==> src/rtl/serial_csr_pkg.sv <==
package serial_csr_pkg;

    localparam int WORD_W = 32;
    localparam int IRQ_N  = 4;

    typedef enum logic [3:0] {
        A_INT_STATE = 4'd0,
        A_INT_EN    = 4'd1,
        A_INT_TEST  = 4'd2,
        A_CTRL      = 4'd3,
        A_STATUS    = 4'd4,
        A_RX_DATA   = 4'd5,
        A_TX_DATA   = 4'd6,
        A_FIFO_CTRL = 4'd7,
        A_FIFO_STAT = 4'd8
    } reg_addr_e;

    localparam int IRQ_TX_WM    = 0;
    localparam int IRQ_RX_WM    = 1;
    localparam int IRQ_TX_EMPTY = 2;
    localparam int IRQ_RX_OVF   = 3;

    localparam int THR_LSB     = 8;
    localparam int CLR_TX_BIT  = 1;

    typedef struct packed {
        logic [15:0] baud;
        logic [13:0] unused;
        logic        rx_en;
        logic        tx_en;
    } ctrl_t;

    typedef struct packed {
        logic rx_empty;
        logic rx_idle;
        logic tx_idle;
        logic tx_empty;
        logic rx_full;
        logic tx_full;
    } status_t;

    function automatic logic [IRQ_N-1:0] next_irq_state(
        input logic [IRQ_N-1:0] cur,
        input logic [IRQ_N-1:0] sw_clr,
        input logic [IRQ_N-1:0] hw_clr,
        input logic [IRQ_N-1:0] hw_set,
        input logic [IRQ_N-1:0] test_set
    );
        return (cur & ~sw_clr & ~hw_clr) | hw_set | test_set;
    endfunction

endpackage

==> src/rtl/serial_tx_queue.sv <==
module serial_tx_queue #(
    parameter int DEPTH = 32,
    parameter int LVL_W = $clog2(DEPTH + 1)
) (
    input  logic             clk,
    input  logic             rst,
    input  logic             clr,
    input  logic             push,
    input  logic [7:0]       wdata,
    output logic             accepted,
    input  logic             pop,
    output logic [7:0]       rdata,
    output logic [LVL_W-1:0] level
);
    localparam int PTR_W = (DEPTH > 1) ? $clog2(DEPTH) : 1;
    localparam logic [LVL_W-1:0] FULL_LVL = LVL_W'(DEPTH);

    logic [7:0]       mem [DEPTH];
    logic [PTR_W-1:0] wr_ptr, rd_ptr;
    logic             do_pop;

    function automatic logic [PTR_W-1:0] bump(input logic [PTR_W-1:0] p);
        return (p == PTR_W'(DEPTH - 1)) ? '0 : p + 1'b1;
    endfunction

    assign accepted = push && !clr && (level != FULL_LVL);
    assign do_pop   = pop && !clr && (level != '0);
    assign rdata    = mem[rd_ptr];

    always_ff @(posedge clk) begin
        if (accepted) mem[wr_ptr] <= wdata;
    end

    always_ff @(posedge clk) begin
        if (rst || clr) begin
            wr_ptr <= '0;
            rd_ptr <= '0;
            level  <= '0;
        end else begin
            if (accepted) wr_ptr <= bump(wr_ptr);
            if (do_pop)   rd_ptr <= bump(rd_ptr);
            level <= level + LVL_W'(accepted) - LVL_W'(do_pop);
        end
    end


    full_drop_chk: assert property (@(posedge clk) disable iff (rst)
        (push && !pop && !clr && level == FULL_LVL) |=> (level == FULL_LVL));

    clear_chk: assert property (@(posedge clk) disable iff (rst)
        clr |=> (level == '0));

    level_bound_chk: assert property (@(posedge clk) disable iff (rst)
        level <= FULL_LVL);
endmodule

==> src/rtl/serial_irq_bank.sv <==
module serial_irq_bank
    import serial_csr_pkg::*;
(
    input  logic             clk,
    input  logic             rst,
    input  logic [IRQ_N-1:0] sw_clr,
    input  logic [IRQ_N-1:0] hw_clr,
    input  logic [IRQ_N-1:0] hw_set,
    input  logic [IRQ_N-1:0] test_set,
    input  logic [IRQ_N-1:0] enable,
    output logic [IRQ_N-1:0] state,
    output logic [IRQ_N-1:0] irq
);
    logic [IRQ_N-1:0] state_nx;
    assign state_nx = next_irq_state(state, sw_clr, hw_clr, hw_set, test_set);

    for (genvar i = 0; i < IRQ_N; i++) begin : g_src
        always_ff @(posedge clk) begin
            if (rst) state[i] <= 1'b0;
            else     state[i] <= state_nx[i];
        end
        assign irq[i] = state[i] & enable[i];


        hw_set_wins_chk: assert property (@(posedge clk) disable iff (rst)
            hw_set[i] |=> state[i]);

        w1c_chk: assert property (@(posedge clk) disable iff (rst)
            (sw_clr[i] && !hw_set[i] && !test_set[i]) |=> !state[i]);

        test_sets_chk: assert property (@(posedge clk) disable iff (rst)
            test_set[i] |=> state[i]);
    end
endmodule

==> src/rtl/serial_csr_block.sv <==
module serial_csr_block
    import serial_csr_pkg::*;
#(
    parameter int TX_DEPTH = 32
) (
    input  logic        clk,
    input  logic        rst,
    input  logic        bus_en,
    input  logic        bus_we,
    input  logic [3:0]  bus_addr,
    input  logic [31:0] bus_wdata,
    output logic [31:0] bus_rdata,
    input  logic        rx_valid,
    input  logic [7:0]  rx_data,
    output logic        drain_valid,
    input  logic        drain_ready,
    output logic [7:0]  drain_data,
    output logic [15:0] baud_nco,
    output logic        irq_tx_wm,
    output logic        irq_rx_wm,
    output logic        irq_tx_empty,
    output logic        irq_rx_ovf
);
    localparam int LVL_W = $clog2(TX_DEPTH + 1);
    localparam logic [LVL_W-1:0] FULL_LVL = LVL_W'(TX_DEPTH);

    ctrl_t            ctrl_q;
    logic [IRQ_N-1:0] int_en_q, irq_state, irq_vec;
    logic [LVL_W-1:0] thr_q, level;
    logic [7:0]       rx_q;
    logic             rx_full_q;
    status_t          stat;

    logic wr, rd, push_req, push_ok, pop, tx_clr, rx_take, rx_read;
    logic [LVL_W:0]   level_nx;
    logic [IRQ_N-1:0] sw_clr, hw_clr, hw_set, test_set;

    assign wr       = bus_en && bus_we;
    assign rd       = bus_en && !bus_we;
    assign push_req = wr && bus_addr == A_TX_DATA;
    assign tx_clr   = wr && bus_addr == A_FIFO_CTRL && bus_wdata[CLR_TX_BIT];
    assign pop      = drain_valid && drain_ready && !tx_clr;
    assign rx_take  = rx_valid && ctrl_q.rx_en;
    assign rx_read  = rd && bus_addr == A_RX_DATA;

    serial_tx_queue #(.DEPTH(TX_DEPTH), .LVL_W(LVL_W)) u_queue (
        .clk(clk), .rst(rst), .clr(tx_clr),
        .push(push_req), .wdata(bus_wdata[7:0]), .accepted(push_ok),
        .pop(pop), .rdata(drain_data), .level(level)
    );

    assign drain_valid = ctrl_q.tx_en && (level != '0);
    assign baud_nco    = ctrl_q.baud;

    // level after this cycle's push and pop, used for watermark and empty events
    always_comb begin
        level_nx = {1'b0, level} + (LVL_W + 1)'(push_ok) - (LVL_W + 1)'(pop);
        hw_set = '0;
        hw_clr = '0;
        hw_set[IRQ_TX_WM]    = push_ok && (level_nx >= {1'b0, thr_q});
        hw_clr[IRQ_TX_WM]    = !push_ok && pop && (level_nx < {1'b0, thr_q});
        hw_set[IRQ_TX_EMPTY] = pop && (level_nx == '0);
        hw_set[IRQ_RX_OVF]   = rx_take && rx_full_q && !rx_read;
        sw_clr   = (wr && bus_addr == A_INT_STATE) ? bus_wdata[IRQ_N-1:0] : '0;
        test_set = (wr && bus_addr == A_INT_TEST)  ? bus_wdata[IRQ_N-1:0] : '0;
    end

    serial_irq_bank u_irq (
        .clk(clk), .rst(rst), .sw_clr(sw_clr), .hw_clr(hw_clr),
        .hw_set(hw_set), .test_set(test_set), .enable(int_en_q),
        .state(irq_state), .irq(irq_vec)
    );

    assign irq_tx_wm    = irq_vec[IRQ_TX_WM];
    assign irq_rx_wm    = irq_vec[IRQ_RX_WM];
    assign irq_tx_empty = irq_vec[IRQ_TX_EMPTY];
    assign irq_rx_ovf   = irq_vec[IRQ_RX_OVF];

    always_comb begin
        stat.tx_full  = (level == FULL_LVL);
        stat.rx_full  = rx_full_q;
        stat.tx_empty = (level == '0);
        stat.tx_idle  = (level == '0);
        stat.rx_idle  = !rx_full_q;
        stat.rx_empty = !rx_full_q;
    end

    always_ff @(posedge clk) begin
        if (rst) begin
            ctrl_q   <= '0;
            int_en_q <= '0;
            thr_q    <= '0;
        end else if (wr) begin
            case (bus_addr)
                A_CTRL:      ctrl_q   <= ctrl_t'(bus_wdata);
                A_INT_EN:    int_en_q <= bus_wdata[IRQ_N-1:0];
                A_FIFO_CTRL: thr_q    <= bus_wdata[THR_LSB +: LVL_W];
                default: ;
            endcase
        end
    end

    always_ff @(posedge clk) begin
        if (rst) begin
            rx_q      <= '0;
            rx_full_q <= 1'b0;
        end else if (rx_take) begin
            rx_q      <= rx_data;
            rx_full_q <= 1'b1;
        end else if (rx_read) begin
            rx_full_q <= 1'b0;
        end
    end

    always_ff @(posedge clk) begin
        if (rst) begin
            bus_rdata <= '0;
        end else if (rd) begin
            case (bus_addr)
                A_INT_STATE: bus_rdata <= WORD_W'(irq_state);
                A_INT_EN:    bus_rdata <= WORD_W'(int_en_q);
                A_CTRL:      bus_rdata <= ctrl_q;
                A_STATUS:    bus_rdata <= WORD_W'(stat);
                A_RX_DATA:   bus_rdata <= WORD_W'(rx_q);
                A_FIFO_CTRL: bus_rdata <= WORD_W'(thr_q) << THR_LSB;
                A_FIFO_STAT: bus_rdata <= WORD_W'(level);
                default:     bus_rdata <= '0;
            endcase
        end
    end


    wm_set_chk: assert property (@(posedge clk) disable iff (rst)
        (push_ok && level_nx >= {1'b0, thr_q}) |=> irq_state[IRQ_TX_WM]);

    empty_set_chk: assert property (@(posedge clk) disable iff (rst)
        (pop && !push_ok && level == LVL_W'(1)) |=> irq_state[IRQ_TX_EMPTY]);

    no_drain_off_chk: assert property (@(posedge clk) disable iff (rst)
        (!ctrl_q.tx_en && !push_ok && !tx_clr) |=> (level == $past(level)));

    rx_gate_chk: assert property (@(posedge clk) disable iff (rst)
        (rx_valid && !ctrl_q.rx_en) |=> $stable(rx_q));
endmodule

==> config.mk <==
export PLATFORM = sky130hd
export DESIGN_NAME = serial_csr_block
export DESIGN_NICKNAME = d
export VERILOG_FILES = /design/src/rtl/serial_csr_pkg.sv /design/src/rtl/serial_tx_queue.sv /design/src/rtl/serial_irq_bank.sv /design/src/rtl/serial_csr_block.sv
export SDC_FILE = /design/constraint.sdc
export NUM_CORES = 1
export LEC_CHECK = 0
export BUFFER_PORTS_ARGS = -buffer_cell sky130_fd_sc_hd__buf_2
export CORE_ASPECT_RATIO = 0.5
export CORE_UTILIZATION = 50
export CTS_BUF_LIST = sky130_fd_sc_hd__clkbuf_8
export DETAILED_ROUTE_END_ITERATION = 10
export MAX_ROUTING_LAYER = met4
export PLACE_DENSITY = 0.71
export SKIP_LAST_GASP = 1
export SLEW_MARGIN = 30
export SYNTH_ARGS = -nofsm -noshare
export SYNTH_HDL_FRONTEND = slang
export SYNTH_SLANG_ARGS = --single-unit
export TNS_END_PERCENT = 50
==> constraint.sdc <==
create_clock -name clk -period 9.2 [get_ports clk]
set_clock_uncertainty 0.2 [all_clocks]
set_input_delay 1.84 -clock clk [delete_from_list [all_inputs] [get_ports clk]]
set_output_delay 1.84 -clock clk [all_outputs]
set_load 0.005 [all_outputs]
# Word level (Yosys, flattened, before mapping)

Memories as Yosys holds them, arrays and structs flattened. A register that Yosys moved wholly into a read port is not among the register bits.
Cells that the tools add are included.

RAM bits: 256
Register bits: 103
Logic and storage cells: 94
Memories kept: 1

Memories:

| memory      | words | width | read ports | clocked after memory_dff | wr ports | line                  | RTL |
|---|---|---|---|---|---|---|---|
| u_queue.mem | 32    | 8     | 1          | 1                        | 1        | serial_tx_queue.sv:18 | `logic [7:0] mem [DEPTH];` |

Order comparisons: 2
Reduce and logical (&&, ||, !) cells: 36
Mux-type cells: 11
Bitwise logic cells: 10
$add $sub $neg: 6
Equal/unequal tests: 12

Operators with widths:

| kind                | count |
|---|---|
| $pmux 32 s7         | 1 |
| $logic_and 1x1->1   | 22 |
| $mux 5              | 4 |
| $eq 4x3->1 const B  | 4 |
| $add 5x1->5 const B | 2 |
| $eq 5x5->1 const B  | 2 |
| $and 4x4->4         | 2 |
| $eq 4x2->1 const B  | 2 |
| $mux 4              | 2 |
| $or 4x4->4          | 2 |
| $add 6x1->7         | 1 |
| $ge 7x6->1          | 1 |
| $logic_not 7->1     | 1 |
| $lt 7x6->1          | 1 |
| $sub 7x1->7         | 1 |
| $add 6x1->6         | 1 |
| $eq 6x6->1 const B  | 1 |
| $logic_not 6->1     | 1 |
| $ne 6x6->1 const B  | 1 |
| $reduce_and 2->1    | 3 |
| $reduce_bool 6->1   | 1 |
| $sub 6x1->6         | 1 |
| $logic_not 1->1     | 5 |
| $and 1x1->1         | 4 |
| 8 further kinds     | 11 |

# Depth between registers and ports, before layout

Gate-level depths: netlist of the first run.

Word-level depth: 14
Mapped depth: 20
Depth with buffers taken out: 20

# Cells and area by module

A second synthesis of the first run with hierarchy kept.

Cell total of the unflattened synthesis: 1,153
Area, all modules: 15,514.9 µm²

Modules (own cells, without submodules):

| module           | area an instance (µm²) | instances | sequential area each (µm²) | cells an instance |
|---|---|---|---|---|
| serial_tx_queue  | 11,140.7               | 1         | 8,107.8                    | 630 |
| serial_csr_block | 4,199.0                | 1         | 1,661.6                    | 503 |
| serial_irq_bank  | 175.2                  | 1         | 80.1                       | 20 |

# Least setup slack after synthesis of the first run

No wires, ideal clock.

Kind: input to register
Start point: input bus_addr[3]
End point: register u_irq.state[0]
Data arrival time: 4.818 ns
Path slack: 4.050 ns
Data required time: 8.868 ns
Buffers on the path: 2
Stages on the path: 20
Cell sequence: and4b_1 -> buf_6 -> and3_4 -> buf_6 -> a21oi_1 -> ha_1 -> inv_1 -> ha_1 -> inv_1 -> fa_1 -> nor2b_1 -> or3_1 -> a21oi_1 -> nor2_1 -> ha_1 -> a21o_1 -> a21oi_1 -> nand3_1 -> o211ai_1 -> a31oi_1

Cells in the longest elaborated chain, start to end: 14
Elaborated cells between the ends (all ways): 29
Classes of those cells: 2 x add/sub; 2 x order compare; 3 x eq/ne; 2 x mux; 6 x bitwise; 14 x reduce/logical

RTL lines:

| item                            | line                                          | RTL |
|---|---|---|
| from (decl)                     | serial_csr_block.sv:10                        | `input logic [3:0] bus_addr,` |
| $eq 4x3->1                      | serial_csr_block.sv:41                        | `assign tx_clr = wr && bus_addr == A_FIFO_CTRL && bus_wdata[CLR_TX_BIT];` |
| $logic_and 1x1->1 (2 in series) | serial_csr_block.sv:41                        |  |
| $logic_not 1->1                 | serial_tx_queue.sv:26, serial_csr_block.sv:42 |  |
| $logic_and 1x1->1 (2 in series) | serial_tx_queue.sv:26                         | `assign accepted = push && !clr && (level != FULL_LVL);` |
| $add 6x1->7                     | serial_csr_block.sv:57                        | `level_nx = {1'b0, level} + (LVL_W + 1)'(push_ok) - (LVL_W + 1)'(pop);` |
| $sub 7x1->7                     | serial_csr_block.sv:57                        |  |
| $lt 7x6->1                      | serial_csr_block.sv:61                        | `hw_clr[IRQ_TX_WM] = !push_ok && pop && (level_nx < {1'b0, thr_q});` |
| $logic_and 1x1->1               | serial_csr_block.sv:61                        |  |
| $not 1->4                       | serial_csr_pkg.sv:49                          | `return (cur & ~sw_clr & ~hw_clr) \| hw_set \| test_set;` |
| $and 4x4->4                     | serial_csr_pkg.sv:49                          |  |
| $or 4x4->4                      | serial_csr_pkg.sv:49                          |  |
| $or 4x4->4 (*)                  | serial_csr_pkg.sv:49                          |  |
| to (signal, indexed assignment) | serial_irq_bank.sv:20                         | `else state[i] <= state_nx[i];` |
| to (decl)                       | serial_irq_bank.sv:11                         | `output logic [IRQ_N-1:0] state,` |

Mark *: on every way between the ends. The rest lies on a longest branch, timed or not.
A chain may end at the register's enable or synchronous reset.

==> results of run 1 <==
## stage by stage
stage	util (%)	hold slack [ns]	std cells
2_1_floorplan	-	0.236	1036
3_3_place_gp	53.7	0.238	1472
3_5_place_dp	53.7	0.242	1472
4_1_cts	57.0	0.249	1560
5_1_grt	57.0	0.276	1560
6_report	57.0	0.252	1561
## cell families after synthesis
family	after synthesis	synth area share, %
buffers and inverters	99	3.10
and+or+nand+nor	299	8.89
muxes	99	13.4
DFF	364	66.1
adders and majority gates	28	2.45
AOI/OAI and AO/OA	139	5.56
xor gates and xnor gates	8	0.470
## layout make-up
type / count / area (um^2) / share of cell area (%)
clock buffer: 55 / 757 / 4.56
multi-input combinational: 573 / 4610 / 27.8
antenna: 1 / 2.50 / 0.0151
sequential: 364 / 9860 / 59.4
tap: 391 / 489 / 2.95
clock inverter: 33 / 180 / 1.09
timing repair buffer: 118 / 611 / 3.68
inverter: 26 / 97.6 / 0.588
## layer usage
| metal | GRT usage (%) | routed length, um | vias up |
|---|---|---|---|
| li1 | - | - | 4069 |
| met3 | 4.18 | 1980 | 66 |
| met2 | 32.5 | 15000 | 297 |
| met4 | 7.38 | 831 | 0 |
| met1 | 31.6 | 14900 | 4501 |
| met5 | - | 0 | - |
## worst reg2reg max path, delay by kind of cell (launching register included)
kind / cells / cell delay, ns
buf+inv: 3 / 0.28
fa+ha+maj: 5 / 1.34
flops: 1 / 0.49
compound gates: 6 / 0.93
simple gates: 6 / 1.05
## placed cells by master, fill, tap and decap left out, drive strengths merged, types with 46 or more instances in the layout
master  netlist  final
clkbuf       40     55
buf          33    118
dfxtp       108    108
nand2       130    130
inv          26     46
a21oi        90     90
nor2         90     90
mux4         80     80
edfxtp      256    256
## sequential cells by signal, indices dropped and copies added, names as in the netlist, named ones only
signal / count
u_queue.mem: 256
u_queue.level: 6
rx_full_q: 1
ctrl_q: 16
u_queue.rd_ptr: 5
int_en_q: 4
bus_rdata: 32
baud_nco: 16
u_queue.wr_ptr: 5
u_irq.state: 4
thr_q: 6
rx_q: 8
## path summary, 6_finish.rpt
kind / from / slack (ns) / endpoint / cells past startpoint
worst max register to register: u_queue.level[5] / 4.78 / u_irq.state[0] / 20
worst min-delay path: bus_rdata[18] / 0.25 / bus_rdata[18] / 2
worst max-delay path: flop / 3.51 / drain_data[1] / 5
worst min register to register: bus_rdata[18] / 0.25 / bus_rdata[18] / 2
## power groups by stage
stage	logic, uW	clock network, uW	registers (uW)
global placement	87.1	0	1790
finish	93.6	1180	1760
global route	103	1270	1760
detailed placement	92.5	0	1790
floorplan	46.1	0	1790
CTS	92.8	1200	1760
==> out/qor.yml, run 1 <==
cts_buffers: 50
clk_pin_slew_ns: 0.07
worst_path_max_delay_cell: "dfxtp_4"
antenna_found_initial: 0
grt_pass1_vias: 8632
final_area_mm2: 0.0166
finalSetupTns_ns: 0
die_x_um: 246
cts_resized: 0
tightest_slew_ns: 0.957
cpPeakStageDelay_ns: 0.72
cp_common_cell: "mux4_2"
cts_hold_buf: 0
tritoncts: "yes"
fmax_ghz: 0.176
holdCritPathClass: "flop to flop"
syn_area_mm2: 0.0149
pwr-share-clk_pct: 39.0
ir_worst_vdd_mv: 0.103
drcViolationCount: 0
dp_slack_ns: 3.47
die_area_mm2: 0.0305
grt_pass1_wl_mm: 49.6
ys_types: 57
worst_setup_path_end_kind: "output port"
place_congestion: 0.879
ys_warn_count: 0
yosysMostFrequentCell: "edfxtp_1"
worst-setup-path-type: "flop to output port"
hold_violations: 0
core_area_mm2: 0.0291
grt_max_degree: 89
synth_ff_type: "edfxtp_1"
portBuffers: 110
setup_ws_ns: 3.51
cp_max_fo: 36
insertion_delay_ns: 0.61
drtIter0Drc: 734
path_cells: "buf_4 -> mux4_2 -> mux4_2 -> mux2_2 -> buf_2"
sequentialPowerShare_pct: 57.9
startpoint_type: "flop"
drt-total-wl_mm: 32.7
synth_seq_cells: 364
rows: 44
status: "completed"
setup_violations: 0
fp.dieH_um: 124
dpl-instance-area_mm2: 0.0157
syn_area_per_cell_um2: 14.4
path_delay_family: "multiplexers"
nNetsFinal: 1211
dp_hpwl_mm: 20.9
p_sw_share_pct: 22.1
fillers: 2263
vias: 8933
internal_power_uw: 2360
cts_setup_buffers: 0
synth_nets: 1114
ant_nets: 0
cts_buffer_depth: 3
cts-root-buf: "clkbuf_8"
rsz0062_at_grt: "false"
maxCapViolations: 0
yosysSeqAreaShare_pct: 66.1
io_pins: 111
synth_edf_count: 256
p_leak_uw: 0.00553
cp_data_required_time_ns: 7.16
synth.area.top_cells: "edfxtp_1 (52%), dfxtp_1 (15%), mux4_2 (12%), nand2_1 (3.2%), a21oi_1 (3.0%)"
h-tree-depth: 2
drive_gt1_share_pct: 24.9
drv_slew: 0
worst-path-buf-inv: 2
total_power_uw: 3030
async_reset_ff_share_pct: 0
via_per_inst: 5.72
arrival_ns: 3.65
finalCritPeriodShare_pct: 61.9
p_sw_uw: 670
power.density_mw_per_mm2: 183
start_util_pct: 51.2
yosysTopAreaCell: "edfxtp_1"
synth_cells: 1036
area_growth_pct: 11.4
slew-limit-headroom_pct: 36.2
dr.pass1.iters: 5
numClockSinks: 364
min_period_ns: 5.69
synth_top_area_share_pct: 51.6
wl_per_cell_um: 20.9
track_usage_pct: 22.3
yosys-top-cells-count: "edfxtp_1 (256), nand2_1 (128), dfxtp_1 (108), nor2_1 (90), a21oi_1 (89)"
p_comb_share_pct: 3.1
grt_overflow: 0
No activity file was read; power rests on OpenSTA's default activity.
==> run 2, diff against run 1 <==
Settings changed: ABC_AREA from default to 1, PLACE_DENSITY 0.71 to 0.74.
Clock period 9.2 ns to 5.1 ns, I/O delays scaled along.
==> out/qor.yml, run 2 <==
syn_area_per_cell_um2: 10.6  # -27%
rows: 44  # unchanged
cts_buffers: 50  # unchanged
synth_edf_count: 256  # unchanged
synth_nets: 1517  # +36%
largest_reg_flops: 256  # unchanged
cpPeakStageDelay_ns: 0.69  # -0.03 ns
dp_slack_ns: 0.542  # -2.93 ns
cts_buffer_depth: 3  # unchanged
synth_cells: 1439  # +39%
tritoncts: "yes"
ant_nets: 0  # unchanged
layout_common_cells: "edfxtp_1 (256), nor2_1 (183), nand2_1 (182)"
nNetsFinal: 1598  # +32%
cp_data_required_time_ns: 3.88  # -3.28 ns
synth_seq_cells: 364  # unchanged
cp_max_fo: 52  # +44%
synth_ff_type: "edfxtp_1"
rsz0062_at_grt: "false"
arrival_ns: 3.44  # -0.21 ns
fp.dieH_um: 125  # +0.96%
finalCritPeriodShare_pct: 91.3
grt_pass1_vias: 11036  # +28%
final_common_cell: "edfxtp_1"
yosys-top-cells-count: "edfxtp_1 (256), nor2_1 (184), nand2_1 (182), o21ai_0 (168), dfxtp_1 (108)"
h-tree-depth: 2  # unchanged
tightest_slew_ns: 1.00  # +0.0454 ns
area_growth_pct: 11.0
cts_resized: 0  # unchanged
grt_pass1_wl_mm: 59.0  # +19%
startpoint_type: "flop"
cts_setup_buffers: 0  # unchanged
power.density_mw_per_mm2: 341  # +87%
grt_overflow: 0  # unchanged
ir_worst_vdd_mv: 0.191  # +86%
antenna_found_initial: 1  # +1
worst-setup-path-type: "flop to output port"
async_reset_ff_share_pct: 0  # unchanged
setup_violations: 0  # unchanged
min_period_ns: 4.66
io_pins: 111  # unchanged
track_usage_pct: 24.9  # +2.6 points
holdCritPathClass: "flop to flop"
worst_setup_path_end_kind: "output port"
clk_pin_slew_ns: 0.07  # about the same
reg_top3: "u_queue.mem (256), bus_rdata (32)"
antenna_cells: 0  # -1
reg2reg_depth: 23  # +15%
insertion_delay_ns: 0.59  # -0.02 ns
yosysTopAreaCell: "edfxtp_1"
p_leak_uw: 0.00612  # +11%
die_x_um: 249  # +0.97%
ys_warn_count: 0  # unchanged
via_per_inst: 5.76  # +0.65%
ys_types: 39  # -32%
drcViolationCount: 0  # unchanged
dr.pass1.iters: 5  # unchanged
dp_hpwl_mm: 23.4  # +12%
cp_common_cell: "nand2_1"
yosysMostFrequentCell: "edfxtp_1"
wl_per_cell_um: 19.5  # -6.9%
total_power_uw: 5750  # +90%
slew-limit-headroom_pct: 32.9  # -3.3 points
maxCapViolations: 0  # unchanged
synth.area.top_cells: "edfxtp_1 (51%), dfxtp_1 (14%), o21ai_0 (5.5%), nor2_1 (4.5%), nand2_1 (4.5%)"
cts-root-buf: "clkbuf_8"
cts_hold_buf: 0  # unchanged
numClockSinks: 364  # unchanged
vias: 11237  # +26%
path_cells: "clkinv_2 -> buf_4 -> o21ai_0 -> o221ai_1 -> nand3_1 -> nand2_1 -> nand2_1 -> nand2_1 -> buf_2"
regToRegStartpoint: "u_queue.level[2]"
drive_gt1_share_pct: 13.6  # -11 points
drv_slew: 0  # unchanged
status: "completed"
start_util_pct: 51.6  # +0.42 points
drt-total-wl_mm: 38.0  # +16%
setup_ws_ns: 0.445  # -3.06 ns
drtIter0Drc: 1138  # +55%
die_area_mm2: 0.0311  # +1.9%
r2r_end: "u_irq.state[0]"
fmax_ghz: 0.215
syn_area_mm2: 0.0152  # +2.0%
worst_path_max_delay_cell: "dfxtp_4"
place_congestion: 0.858  # -2.5%
hold_violations: 0  # unchanged
yosysSeqAreaShare_pct: 64.8  # -1.3 points
synth_top_area_share_pct: 50.6  # -1.0 points
grt_max_degree: 82  # -7.9%
reg2reg_slack_ns: 1.06  # -3.72 ns
finalSetupTns_ns: 0  # unchanged
whs_ns: 0.250  # -0.00230 ns
core_area_mm2: 0.0295  # +1.1%
largest_register: "u_queue.mem"
cp-endpoint: "drain_data[6]"
portBuffers: 110  # unchanged
[run 2: stage by stage]
step	std cells	cell area, um^2	util (%)
finish	1951	16900	57.3
global route	1951	16900	57.3
CTS	1951	16900	57.3
detailed placement	1859	15900	53.9
global placement	1859	15900	53.9
floorplan	1439	15200	-
[run 2: how the worst min path moves through the flow]
stage                        from  endpoint  slack, ns  depth (start not counted)
after CTS                 rx_q[4]   rx_q[4]       0.25                          2
final                     rx_q[4]   rx_q[4]       0.25                          2
after detailed placement  rx_q[4]   rx_q[4]       0.24                          2
after floorplan           rx_q[0]   rx_q[0]       0.22                          2
after global placement    rx_q[4]   rx_q[4]       0.24                          2
after global routing      rx_q[4]   rx_q[4]       0.28                          2
[run 2: layout make-up]
cell class                 instances  area, um^2
clock inverter                    34         196
fill                            2400       12600
clock buffer                      58         798
sequential                       364        9850
tap                              391         489
multi-input combinational        882        4500
inverter                          97         367
timing repair buffer             125         663
[run 2: power breakdown]
group | internal (uW) | switching, uW | total [uW]
clock | 1140 | 1070 | 2210
sequential | 3180 | 14.5 | 3190
combinational | 110 | 237 | 348
[run 2: layer usage]
layer	GRT usage, %	wire length [um]
met2	40.3	18000
met1	32.2	16200
met5	-	0
met4	8.37	998
met3	3.89	2840
[run 2: cell families after synthesis]
kind of cell	count (synthesis)	share of synthesized area [%]
and+or+nand+nor	463	12.5
AOI/OAI and AO/OA	387	14.4
DFF	364	64.8
adders and majority gates	28	2.40
xor gates and xnor gates	4	0.231
buffers and inverters	193	5.62
[run 2: critical path, delay by kind of cell (launching register included)]
family                 cells  cell delay [ns]
AO/OA/AOI/OAI              2             0.44
AND/OR/NAND/NOR            4             0.45
flip-flops                 1             0.69
buffers and inverters      3             1.23
==> run 3, diff against run 2 <==
Settings changed: RECOVER_POWER from default to 100.
==> out/qor.yml, run 3 (synthesis results as in run 2) <==
status: "complete, but fails checks"
cts-root-buf: "clkbuf_8"
reg2reg_depth: 19  # -17%
vias: 11198  # -0.35%
antenna_cells: 0  # unchanged
whs_ns: 0.251  # +0.00174 ns
hold_depth: 2  # unchanged
path_cells: "inv_2 -> clkbuf_2 -> o21ai_0 -> o221ai_1 -> nand3_1 -> nand2_1 -> nand2_1 -> nand2_1 -> clkbuf_1"
fillers: 2443  # +1.8%
final_common_cell: "edfxtp_1"
regArea_mm2: 0.00985  # unchanged
insertion_delay_ns: 0.59  # about the same
holdCritPathClass: "flop to flop"
multi_input_area_mm2: 0.00446  # -0.83%
startpoint_type: "flop"
power.density_mw_per_mm2: 344  # +0.79%
via_per_inst: 5.74  # -0.35%
sequentialPowerShare_pct: 55.5  # about the same
antenna_found_initial: 1  # unchanged
clk_pin_slew_ns: 0.07  # about the same
finalCritPeriodShare_pct: 90.0  # -1.3 points
wl_per_cell_um: 19.5  # about the same
grt_overflow: 0  # unchanged
arrival_ns: 3.37  # -0.07 ns
cp.depth: 9  # unchanged
reg_top3: "u_queue.mem (256), bus_rdata (32)"
drt-total-wl_mm: 38.0  # about the same
worst-setup-path-type: "flop to output port"
min_period_ns: 4.59  # -0.0664 ns
worst-path-buf-inv: 3  # unchanged
cts_hold_buf: 0  # unchanged
rsz0062_at_grt: "false"
fmax_ghz: 0.218  # +1.4%
ir_worst_vdd_mv: 0.192  # +0.73%
grt_pass1_wl_mm: 59.0  # unchanged
cts_buffer_depth: 3  # unchanged
drive_gt1_share_pct: 9.36  # -4.2 points
numClockSinks: 364  # unchanged
slew-limit-headroom_pct: -32.3  # -65 points
setup_violations: 0  # unchanged
worst_path_max_delay_cell: "clkbuf_2"
portBuffers: 110  # unchanged
grt_pass1_vias: 11036  # unchanged
finalSetupTns_ns: 0  # unchanged
die_area_mm2: 0.0311  # unchanged
core_area_mm2: 0.0295  # unchanged
worst_setup_path_end_kind: "output port"
r2r_end: "u_irq.state[0]"
maxCapViolations: 10  # +10
place_congestion: 0.858  # unchanged
track_usage_pct: 24.9  # unchanged
regToRegStartpoint: "u_queue.level[2]"
dp_hpwl_mm: 23.4  # unchanged
cp_data_required_time_ns: 3.88  # about the same
dr.pass1.iters: 5  # unchanged
tritoncts: "yes"
p_sw_uw: 1330  # +0.29%
cp_max_fo: 52  # unchanged
largest_reg_flops: 256  # unchanged
p_sw_share_pct: 23.1  # +0.059 points
largest_register: "u_queue.mem"
start_util_pct: 51.6  # unchanged
pwr-share-clk_pct: 38.5  # about the same
fp.dieH_um: 125  # unchanged
tightest_slew_ns: 1.98  # +0.982 ns
area_growth_pct: 10.1
grt_max_degree: 82  # unchanged
violations: "capacitance limit, slew limit"
io_pins: 111  # unchanged
cpPeakStageDelay_ns: 0.62  # -0.07 ns
h-tree-depth: 2  # unchanged
cp-endpoint: "drain_data[7]"
ant_nets: 0  # unchanged
cp_common_cell: "nand2_1"
hold_violations: 0  # unchanged
internal_power_uw: 4430  # about the same
cts_resized: 0  # unchanged
die_x_um: 249  # unchanged
final_area_mm2: 0.0167  # -0.75%
dpl-instance-area_mm2: 0.0159  # unchanged
layout_common_cells: "edfxtp_1 (256), nor2_1 (188), nand2_1 (186)"
rows: 44  # unchanged
drtIter0Drc: 1209  # +6.2%
cts_setup_buffers: 0  # unchanged
path_delay_family: "buffers and inverters"
nNetsFinal: 1598  # unchanged
p_leak_uw: 0.00590  # -3.5%
cts_buffers: 50  # unchanged
drv_slew: 374  # +374
reg2reg_slack_ns: 0.93  # -0.13 ns
p_comb_share_pct: 6.0  # about the same
drcViolationCount: 0  # unchanged
## run 3: cell types whose count changed in the layout (fill, tap and decap cells not counted), sizes merged
cell | previous run | this run
clkinv | 13 | 12
clkbuf | 58 | 113
buf | 125 | 70
inv | 114 | 115
## run 3: per-stage QoR
step / util (%) / instances / power (uW) / worst slack (ns)
after floorplan: - / 1439 / 3460 / 1.06
after global placement: 53.9 / 1859 / 3590 / 0.677
after detailed placement: 53.9 / 1859 / 3600 / 0.542
after CTS: 57.3 / 1951 / 5770 / 0.520
after global routing: 56.8 / 1951 / 5930 / 0.244
final: 56.8 / 1951 / 5760 / 0.511
## run 3: cell type report
type / count / share of cell area (%)
Inverter: 97 / 2.18
Clock inverter: 34 / 1.17
Clock buffer: 58 / 4.77
Tap cell: 391 / 2.92
Sequential cell: 364 / 58.9
Timing Repair Buffer: 125 / 3.44
Multi-Input combinational cell: 882 / 26.6
## run 3: worst reg2reg max path, stage by stage, from the launching register on
cell and delay [ns]:
dfxtp_1 0.39, inv_1 0.10, ha_1 0.23, nand3_1 0.17, nand2_1 0.07, nor2_1 0.70
ha_1 0.30, inv_1 0.06, fa_1 0.42, xor2_1 0.22, inv_1 0.07, ha_1 0.30
a21oi_1 0.14, o21ai_0 0.10, a21oi_1 0.20, nand3_1 0.11, nand2_1 0.08, nand3_1 0.08
nand2_1 0.06, inv_1 0.05
## run 3: how the worst min path moves through the flow
stage,to,from
2_1_floorplan,rx_q[0],rx_q[0]
3_3_place_gp,rx_q[4],rx_q[4]
3_5_place_dp,rx_q[4],rx_q[4]
4_1_cts,rx_q[4],rx_q[4]
5_1_grt,rx_q[4],rx_q[4]
6_report,rx_q[4],rx_q[4]
## run 3: layer usage
layer / up-vias / track usage [%] / share of wire (%)
li1: 5238 / - / -
met3: 78 / 3.89 / 7.9
met1: 5372 / 32.2 / 43
met2: 510 / 40.3 / 47
met4: 0 / 8.37 / 2.5
met5: - / - / 0
## run 3: power groups by stage
stage | combinational [uW] | sequential (uW) | clock (uW)
CTS | 345 | 3190 | 2230
detailed placement | 344 | 3260 | 0
finish | 343 | 3190 | 2220
global placement | 330 | 3260 | 0
global route | 382 | 3200 | 2360
floorplan | 211 | 3250 | 0
